File: config.mk
export PLATFORM = sky130hd
export DESIGN_NAME = sram_strobe_ctrl
export DESIGN_NICKNAME = d
export VERILOG_FILES = /design/src/rtl/sram_strobe_pkg.sv /design/src/rtl/sram_phase_timer.sv /design/src/rtl/sram_seq_fsm.sv /design/src/rtl/sram_strobe_decode.sv /design/src/rtl/sram_host_regs.sv /design/src/rtl/sram_strobe_ctrl.sv
export SDC_FILE = /design/constraint.sdc
export NUM_CORES = 1
export LEC_CHECK = 0
export ABC_AREA = 1
export BUFFER_PORTS_ARGS = -buffer_cell sky130_fd_sc_hd__buf_2
export CAP_MARGIN = 20
export CORE_UTILIZATION = 43
export DETAILED_ROUTE_END_ITERATION = 8
export PLACE_DENSITY_LB_ADDON = 0.05
export SLEW_MARGIN = 25
export SYNTH_ARGS = -nofsm -noshare
export SYNTH_HDL_FRONTEND = slang
export SYNTH_SLANG_ARGS = --single-unit
File: constraint.sdc
create_clock -name clk -period 1.3 [get_ports clk]
set_input_delay 0.195 -clock clk [delete_from_list [all_inputs] [get_ports clk]]
set_output_delay 0.195 -clock clk [all_outputs]
set_load 0.01 [all_outputs]
File: src/rtl/sram_strobe_pkg.sv
package sram_strobe_pkg;

  typedef enum logic [2:0] {
    PH_IDLE,
    PH_RD_ACC,
    PH_TURN,
    PH_WR_SU,
    PH_WR_PULSE,
    PH_WR_HOLD
  } phase_e;

  // Whole cycles that cover a time in ns, never fewer than one.
  function automatic int unsigned ns_to_cycles(input int unsigned t_ns,
                                               input int unsigned clk_ns);
    int unsigned c;
    c = (t_ns + clk_ns - 1) / clk_ns;
    if (c < 1) c = 1;
    return c;
  endfunction

  function automatic int unsigned max2(input int unsigned a, input int unsigned b);
    return (a > b) ? a : b;
  endfunction

endpackage

File: src/rtl/sram_phase_timer.sv
module sram_phase_timer #(
  parameter int CNT_W = 4
) (
  input  logic             clk,
  input  logic             rst_n,
  input  logic             restart,
  input  logic [CNT_W-1:0] len,
  output logic             last
);
  logic [CNT_W-1:0] cnt_q;

  always_ff @(posedge clk or negedge rst_n) begin
    if (!rst_n)       cnt_q <= '0;
    else if (restart) cnt_q <= '0;
    else              cnt_q <= cnt_q + CNT_W'(1);
  end

  assign last = (cnt_q == (len - CNT_W'(1)));
endmodule

File: src/rtl/sram_seq_fsm.sv
module sram_seq_fsm
  import sram_strobe_pkg::*;
(
  input  logic   clk,
  input  logic   rst_n,
  input  logic   req,
  input  logic   wr,
  input  logic   phase_last,
  output phase_e phase_q,
  output phase_e phase_d,
  output logic   accept,
  output logic   capture,
  output logic   advance,
  output logic   done_evt
);
  always_comb begin
    phase_d  = phase_q;
    accept   = 1'b0;
    capture  = 1'b0;
    advance  = 1'b0;
    done_evt = 1'b0;
    unique case (phase_q)
      PH_IDLE: if (req) begin
        accept  = 1'b1;
        phase_d = wr ? PH_WR_SU : PH_RD_ACC;
      end
      PH_RD_ACC: if (phase_last) begin
        capture  = 1'b1;
        done_evt = 1'b1;
        advance  = 1'b1;
        phase_d  = PH_TURN;
      end
      PH_TURN: if (phase_last) begin
        advance = 1'b1;
        phase_d = PH_IDLE;
      end
      PH_WR_SU: if (phase_last) begin
        advance = 1'b1;
        phase_d = PH_WR_PULSE;
      end
      PH_WR_PULSE: if (phase_last) begin
        advance = 1'b1;
        phase_d = PH_WR_HOLD;
      end
      PH_WR_HOLD: if (phase_last) begin
        advance  = 1'b1;
        done_evt = 1'b1;
        phase_d  = PH_IDLE;
      end
      default: phase_d = PH_IDLE;
    endcase
  end

  always_ff @(posedge clk or negedge rst_n) begin
    if (!rst_n) phase_q <= PH_IDLE;
    else        phase_q <= phase_d;
  end
endmodule

File: src/rtl/sram_strobe_decode.sv
module sram_strobe_decode
  import sram_strobe_pkg::*;
(
  input  logic   clk,
  input  logic   rst_n,
  input  phase_e phase_d,
  output logic   ce_n,
  output logic   oe_n,
  output logic   we_n,
  output logic   dq_oe
);
  logic ce_d, oe_d, we_d, drv_d;

  // Strobes are registered from the next phase so they leave flops cleanly.
  always_comb begin
    ce_d = 1'b1; oe_d = 1'b1; we_d = 1'b1; drv_d = 1'b0;
    unique case (phase_d)
      PH_RD_ACC:   begin ce_d = 1'b0; oe_d = 1'b0; end
      PH_WR_SU:    begin ce_d = 1'b0; drv_d = 1'b1; end
      PH_WR_PULSE: begin ce_d = 1'b0; we_d = 1'b0; drv_d = 1'b1; end
      PH_WR_HOLD:  begin ce_d = 1'b0; drv_d = 1'b1; end
      default:     begin end
    endcase
  end

  always_ff @(posedge clk or negedge rst_n) begin
    if (!rst_n) begin
      ce_n <= 1'b1; oe_n <= 1'b1; we_n <= 1'b1; dq_oe <= 1'b0;
    end else begin
      ce_n <= ce_d; oe_n <= oe_d; we_n <= we_d; dq_oe <= drv_d;
    end
  end
endmodule

File: src/rtl/sram_host_regs.sv
module sram_host_regs #(
  parameter int ADDR_W = 19,
  parameter int DATA_W = 8
) (
  input  logic              clk,
  input  logic              rst_n,
  input  logic              accept,
  input  logic              capture,
  input  logic              done_evt,
  input  logic [ADDR_W-1:0] host_addr,
  input  logic [DATA_W-1:0] host_wdata,
  input  logic [DATA_W-1:0] mem_dq_in,
  output logic [ADDR_W-1:0] addr_q,
  output logic [DATA_W-1:0] wdata_q,
  output logic [DATA_W-1:0] rdata_q,
  output logic              done_q
);
  always_ff @(posedge clk or negedge rst_n) begin
    if (!rst_n) begin
      addr_q  <= '0;
      wdata_q <= '0;
      rdata_q <= '0;
      done_q  <= 1'b0;
    end else begin
      if (accept) begin
        addr_q  <= host_addr;
        wdata_q <= host_wdata;
      end
      if (capture) rdata_q <= mem_dq_in;
      done_q <= done_evt;
    end
  end
endmodule

File: src/rtl/sram_strobe_ctrl.sv
module sram_strobe_ctrl
  import sram_strobe_pkg::*;
#(
  parameter int ADDR_W    = 19,
  parameter int DATA_W    = 8,
  parameter int CLK_NS    = 10,
  parameter int T_ACC_NS  = 55,
  parameter int T_WP_NS   = 40,
  parameter int T_TURN_NS = 30,
  parameter int SETUP_CYC = 1,
  parameter int HOLD_CYC  = 1
) (
  input  logic              clk,
  input  logic              rst_n,
  input  logic              host_req,
  input  logic              host_wr,
  input  logic [ADDR_W-1:0] host_addr,
  input  logic [DATA_W-1:0] host_wdata,
  output logic              host_ready,
  output logic              host_done,
  output logic [DATA_W-1:0] host_rdata,
  output logic [ADDR_W-1:0] mem_addr,
  output logic              mem_ce_n,
  output logic              mem_oe_n,
  output logic              mem_we_n,
  output logic [DATA_W-1:0] mem_dq_out,
  output logic              mem_dq_oe,
  input  logic [DATA_W-1:0] mem_dq_in
);
  localparam int unsigned ACC_CYC  = ns_to_cycles(T_ACC_NS, CLK_NS);
  localparam int unsigned WP_CYC   = ns_to_cycles(T_WP_NS, CLK_NS);
  localparam int unsigned TURN_CYC = ns_to_cycles(T_TURN_NS, CLK_NS);
  localparam int unsigned SU_CYC   = max2(SETUP_CYC, 1);
  localparam int unsigned HD_CYC   = max2(HOLD_CYC, 1);
  localparam int unsigned MAX_CYC  =
    max2(max2(max2(ACC_CYC, WP_CYC), max2(TURN_CYC, SU_CYC)), HD_CYC);
  localparam int CNT_W = $clog2(MAX_CYC + 1);

  // Named internal events, also watched by the checker.
  phase_e           phase_q, phase_d;
  logic             accept, capture, advance, done_evt, phase_last;
  logic [CNT_W-1:0] phase_len;
  logic [CNT_W-1:0] turn_len_w, wp_len_w;

  assign turn_len_w = CNT_W'(TURN_CYC);
  assign wp_len_w   = CNT_W'(WP_CYC);
  assign host_ready = (phase_q == PH_IDLE);

  always_comb begin
    unique case (phase_q)
      PH_RD_ACC:   phase_len = CNT_W'(ACC_CYC);
      PH_TURN:     phase_len = turn_len_w;
      PH_WR_SU:    phase_len = CNT_W'(SU_CYC);
      PH_WR_PULSE: phase_len = wp_len_w;
      PH_WR_HOLD:  phase_len = CNT_W'(HD_CYC);
      default:     phase_len = CNT_W'(1);
    endcase
  end

  sram_phase_timer #(.CNT_W(CNT_W)) u_timer (
    .clk(clk), .rst_n(rst_n), .restart(accept | advance),
    .len(phase_len), .last(phase_last)
  );

  sram_seq_fsm u_fsm (
    .clk(clk), .rst_n(rst_n), .req(host_req & host_ready), .wr(host_wr),
    .phase_last(phase_last), .phase_q(phase_q), .phase_d(phase_d),
    .accept(accept), .capture(capture), .advance(advance), .done_evt(done_evt)
  );

  sram_strobe_decode u_dec (
    .clk(clk), .rst_n(rst_n), .phase_d(phase_d),
    .ce_n(mem_ce_n), .oe_n(mem_oe_n), .we_n(mem_we_n), .dq_oe(mem_dq_oe)
  );

  sram_host_regs #(.ADDR_W(ADDR_W), .DATA_W(DATA_W)) u_regs (
    .clk(clk), .rst_n(rst_n), .accept(accept), .capture(capture),
    .done_evt(done_evt), .host_addr(host_addr), .host_wdata(host_wdata),
    .mem_dq_in(mem_dq_in), .addr_q(mem_addr), .wdata_q(mem_dq_out),
    .rdata_q(host_rdata), .done_q(host_done)
  );
endmodule

==> results.ini <==
[power_and_ir_drop]
power_density_mw_per_mm2=2543
power_frac_seq_pct=31.7
p_sw_mw=3.564
switching_share_pct=43.05
pwr-share-comb_pct=57.2
power.internal_mw=4.715
p_leak_nw=1.827
ir_drop_mv=1.290
power_frac_clock_pct=11.2

[setup_path]
path_common_cell=buf_6
critical_path_class=flop to output pin
worstPathRequired_ns=1.11
crit_path_max_fanout=5
worstPathCellList=inv_4 -> nand2_4 -> nor2_4 -> buf_6 -> buf_6
r2r_cells=9
end_kind=output pin
worst-path-buf-inv=3
cp.arrival_ns=1.29
cp_top_family=flip-flops
r2r_start=u_fsm.phase_q[2]$_DFF_PN0_
r2r_slack_ns=-0.18
cp-start-kind=flop
slowest_stage=dfrtp_2
cpPeakStageDelay_ns=0.48
r2r_end=u_dec.dq_oe$_DFF_PN0_

[logic_synthesis]
yosysWarningCount=0
ys_top_cells_by_area=dfrtp_1, nand2_1, dfstp_2
ys_seq_area_share_pct=58.83
yosys_most_used_dff=dfrtp_1
syn_area_per_cell_um2=8.610
synth_top_area_share_pct=54.81
synth_area_mm2=0.001963
synth_edf_count=0
synth-seq-cells=46
syn_nets=268
synthArstFlopShare_pct=100.0
yosys.area.top_type=dfrtp_1
syn-instance-count=228
synth_cell_types=22
yosysMostFrequentCell=nand2_1
synth_commonest_cells=nand2_1, dfrtp_1, inv_1

[sta]
hold_viol=0
worst_pin_slew_ns=0.2867
rsz0062_at_grt=yes
fin_worst_skew_ns=0.01476
slew_violations=0
slew_headroom_pct=80.89
setup_violations=47
max_freq_ghz=0.6753
fin_crit_ns=1.481
finalCritPeriodShare_pct=113.9
fin_ws_ns=-0.1808

[global_routing]
grt_max_degree=37
first_global_vias=1686
grt_pass1_wl_mm=7.990
grt-ovfl-total=0
track_usage_pct=21.12
antenna_found_initial=0

[floorplan]
core_area_mm2=0.004384
dieArea_mm2=0.004839
start_util_pct=44.78
die_w_um=69.57
ios=80
rows=24
die_y_um=69.57

[clock_tree]
clock_path_buffers=2
root_buffer=clkbuf_8
cts_tree=built
numCtsBuffers=5
clk_pin_slew_ns=0.08
clk_latency_ns=0.31
clkSinkCount=46
h-tree-depth=2

[detailed_routing]
drcViolationCount=0
drt_iter0_drc=55
ant_nets=0
wl_per_cell_um=14.08
routed_wirelength_mm=5.505
drt-vias-per-instance=4.890
route.vias.total=1912
firstDrtPassIters=4

[status]
violations=setup timing
outcome=complete, but fails checks

[run]
drv_cap=0

[layout]
area_growth_pct=65.84
finish.net_count=378
diodes=0
final_cells=391
drive_above_1_share_pct=61.95

[worst_hold_path]
min_from=mem_dq_in[0]
hold_end=u_regs.rdata_q[0]$_DFFE_PN0P_
min_path_type=input pin to flop
whs_path_depth=3

[placed_design]
dp_hpwl_mm=3.018
portBuffers=79
gp_congestion=0.8281
dp.cells=369
dpl_worst_slack_ns=-0.2430

-- worst reg2reg max path, stage by stage, from the launching register on --
cell	delay [ns]
dfrtp_2	0.47
buf_6	0.15
o21ai_2	0.08
nand3_2	0.12
nand2_4	0.13
nand3_4	0.12
nand2_4	0.09
nand3_4	0.09
nand2_2	0.08
nand2_2	0.04
-- power by group through the flow --
stage	clock [mW]	combinational, mW	sequential [mW]
final	0.924	4.73	2.62
after floorplan	0	1.72	2.81
after global routing	1.02	5.14	2.69
after detailed placement	0	3.30	2.53
after global placement	0	3.26	2.53
after CTS	0.958	3.90	2.55
-- worst max path at each step --
stage / start / endpoint / slack [ns] / cells past startpoint
floorplan: u_fsm.phase_q[1]$_DFF_PN0_ / u_dec.dq_oe$_DFF_PN0_ / -0.06 / 10
global route: u_fsm.phase_q[1]$_DFF_PN0_ / u_dec.we_n$_DFF_PN1_ / -0.25 / 9
global placement: u_fsm.phase_q[2]$_DFF_PN0_ / u_dec.dq_oe$_DFF_PN0_ / -0.21 / 9
finish: u_fsm.phase_q[1]$_DFF_PN0_ / host_ready / -0.18 / 5
detailed placement: u_fsm.phase_q[2]$_DFF_PN0_ / u_dec.dq_oe$_DFF_PN0_ / -0.24 / 9
CTS: u_fsm.phase_q[1]$_DFF_PN0_ / u_dec.dq_oe$_DFF_PN0_ / -0.13 / 10
-- registers in the layout, indices dropped and copies added, names as in the netlist --
register	count
u_dec.we_n	1
u_regs.wdata_q	8
u_dec.oe_n	1
u_regs.rdata_q	8
u_timer.cnt_q	3
u_regs.addr_q	19
u_dec.ce_n	1
u_fsm.phase_q	3
u_dec.dq_oe	1
u_regs.done_q	1
-- routing by layer --
| metal | vias to the layer above | track usage (%) | share of wire (%) |
|---|---|---|---|
| met5 | - | 0 | 0 |
| met2 | 67 | 33.23 | 50 |
| li1 | 919 | - | - |
| met4 | 0 | 8.844 | 1.3 |
| met1 | 919 | 28.86 | 43 |
| met3 | 7 | 3.779 | 5.2 |
-- cell type report --
cell class                      count  area [um^2]
Sequential cell                    46         1159
Fill cell                         318         1129
Multi-Input combinational cell    163         1084
Timing Repair Buffer              108        775.7
Clock buffer                        7        86.33
Inverter                           14        77.57
Tap cell                           52        65.06
Clock inverter                      1        8.758
-- what timing repair did --
| item | in CTS | in global routing |
|---|---|---|
| hold buffers | 1 | 0 |
| buffers inserted | 4 | 2 |
| cloned | 2 | 5 |
| resized for setup | 30 | 83 |
| endpoints found under the hold margin | 9 | 0 |
| setup endpoints to repair | 47 | 47 |
| pin swaps | 14 | 34 |
-- through the flow --
step | utilization (%) | total power [mW] | hold slack (ns) | area [um^2] | TNS, ns
2_1_floorplan | - | 4.536 | -0.1006 | 2012 | -1.048
3_5_place_dp | 58.62 | 5.824 | 0.09642 | 2570 | -3.843
4_1_cts | 65.15 | 7.402 | 0.07363 | 2856 | -2.748
6_report | 74.26 | 8.279 | 0.07858 | 3256 | -4.980
5_1_grt | 74.26 | 8.856 | 0.07460 | 3256 | -8.425
3_3_place_gp | 58.62 | 5.780 | 0.09030 | 2570 | -3.312
-- placed cells by master, fill, tap and decap left out, drive strengths merged --
cell type | synthesis | layout
nand4 | 5 | 6
dfrtp | 43 | 43
nand2 | 131 | 131
o21ai | 2 | 2
dfstp | 3 | 3
nand3 | 11 | 11
clkbuf | 0 | 11
a21oi | 1 | 1
dlygate4sd3 | 0 | 1
inv | 13 | 13
xnor2 | 1 | 1
ha | 1 | 1
nor2 | 10 | 10
buf | 6 | 103
clkinv | 1 | 2
-- cell families (layout without fill, tap and decap cells) --
group	Yosys count	count (layout)	synth area share, %
adders and majority gates	1	1	0.6372
AOI/OAI and AO/OA	3	3	0.7641
xor gates and xnor gates	1	1	0.4462
buffers and inverters	20	130	5.035
DFF	46	46	58.83
and+or+nand+nor	157	158	34.29
(Power assumes the default switching activity.)
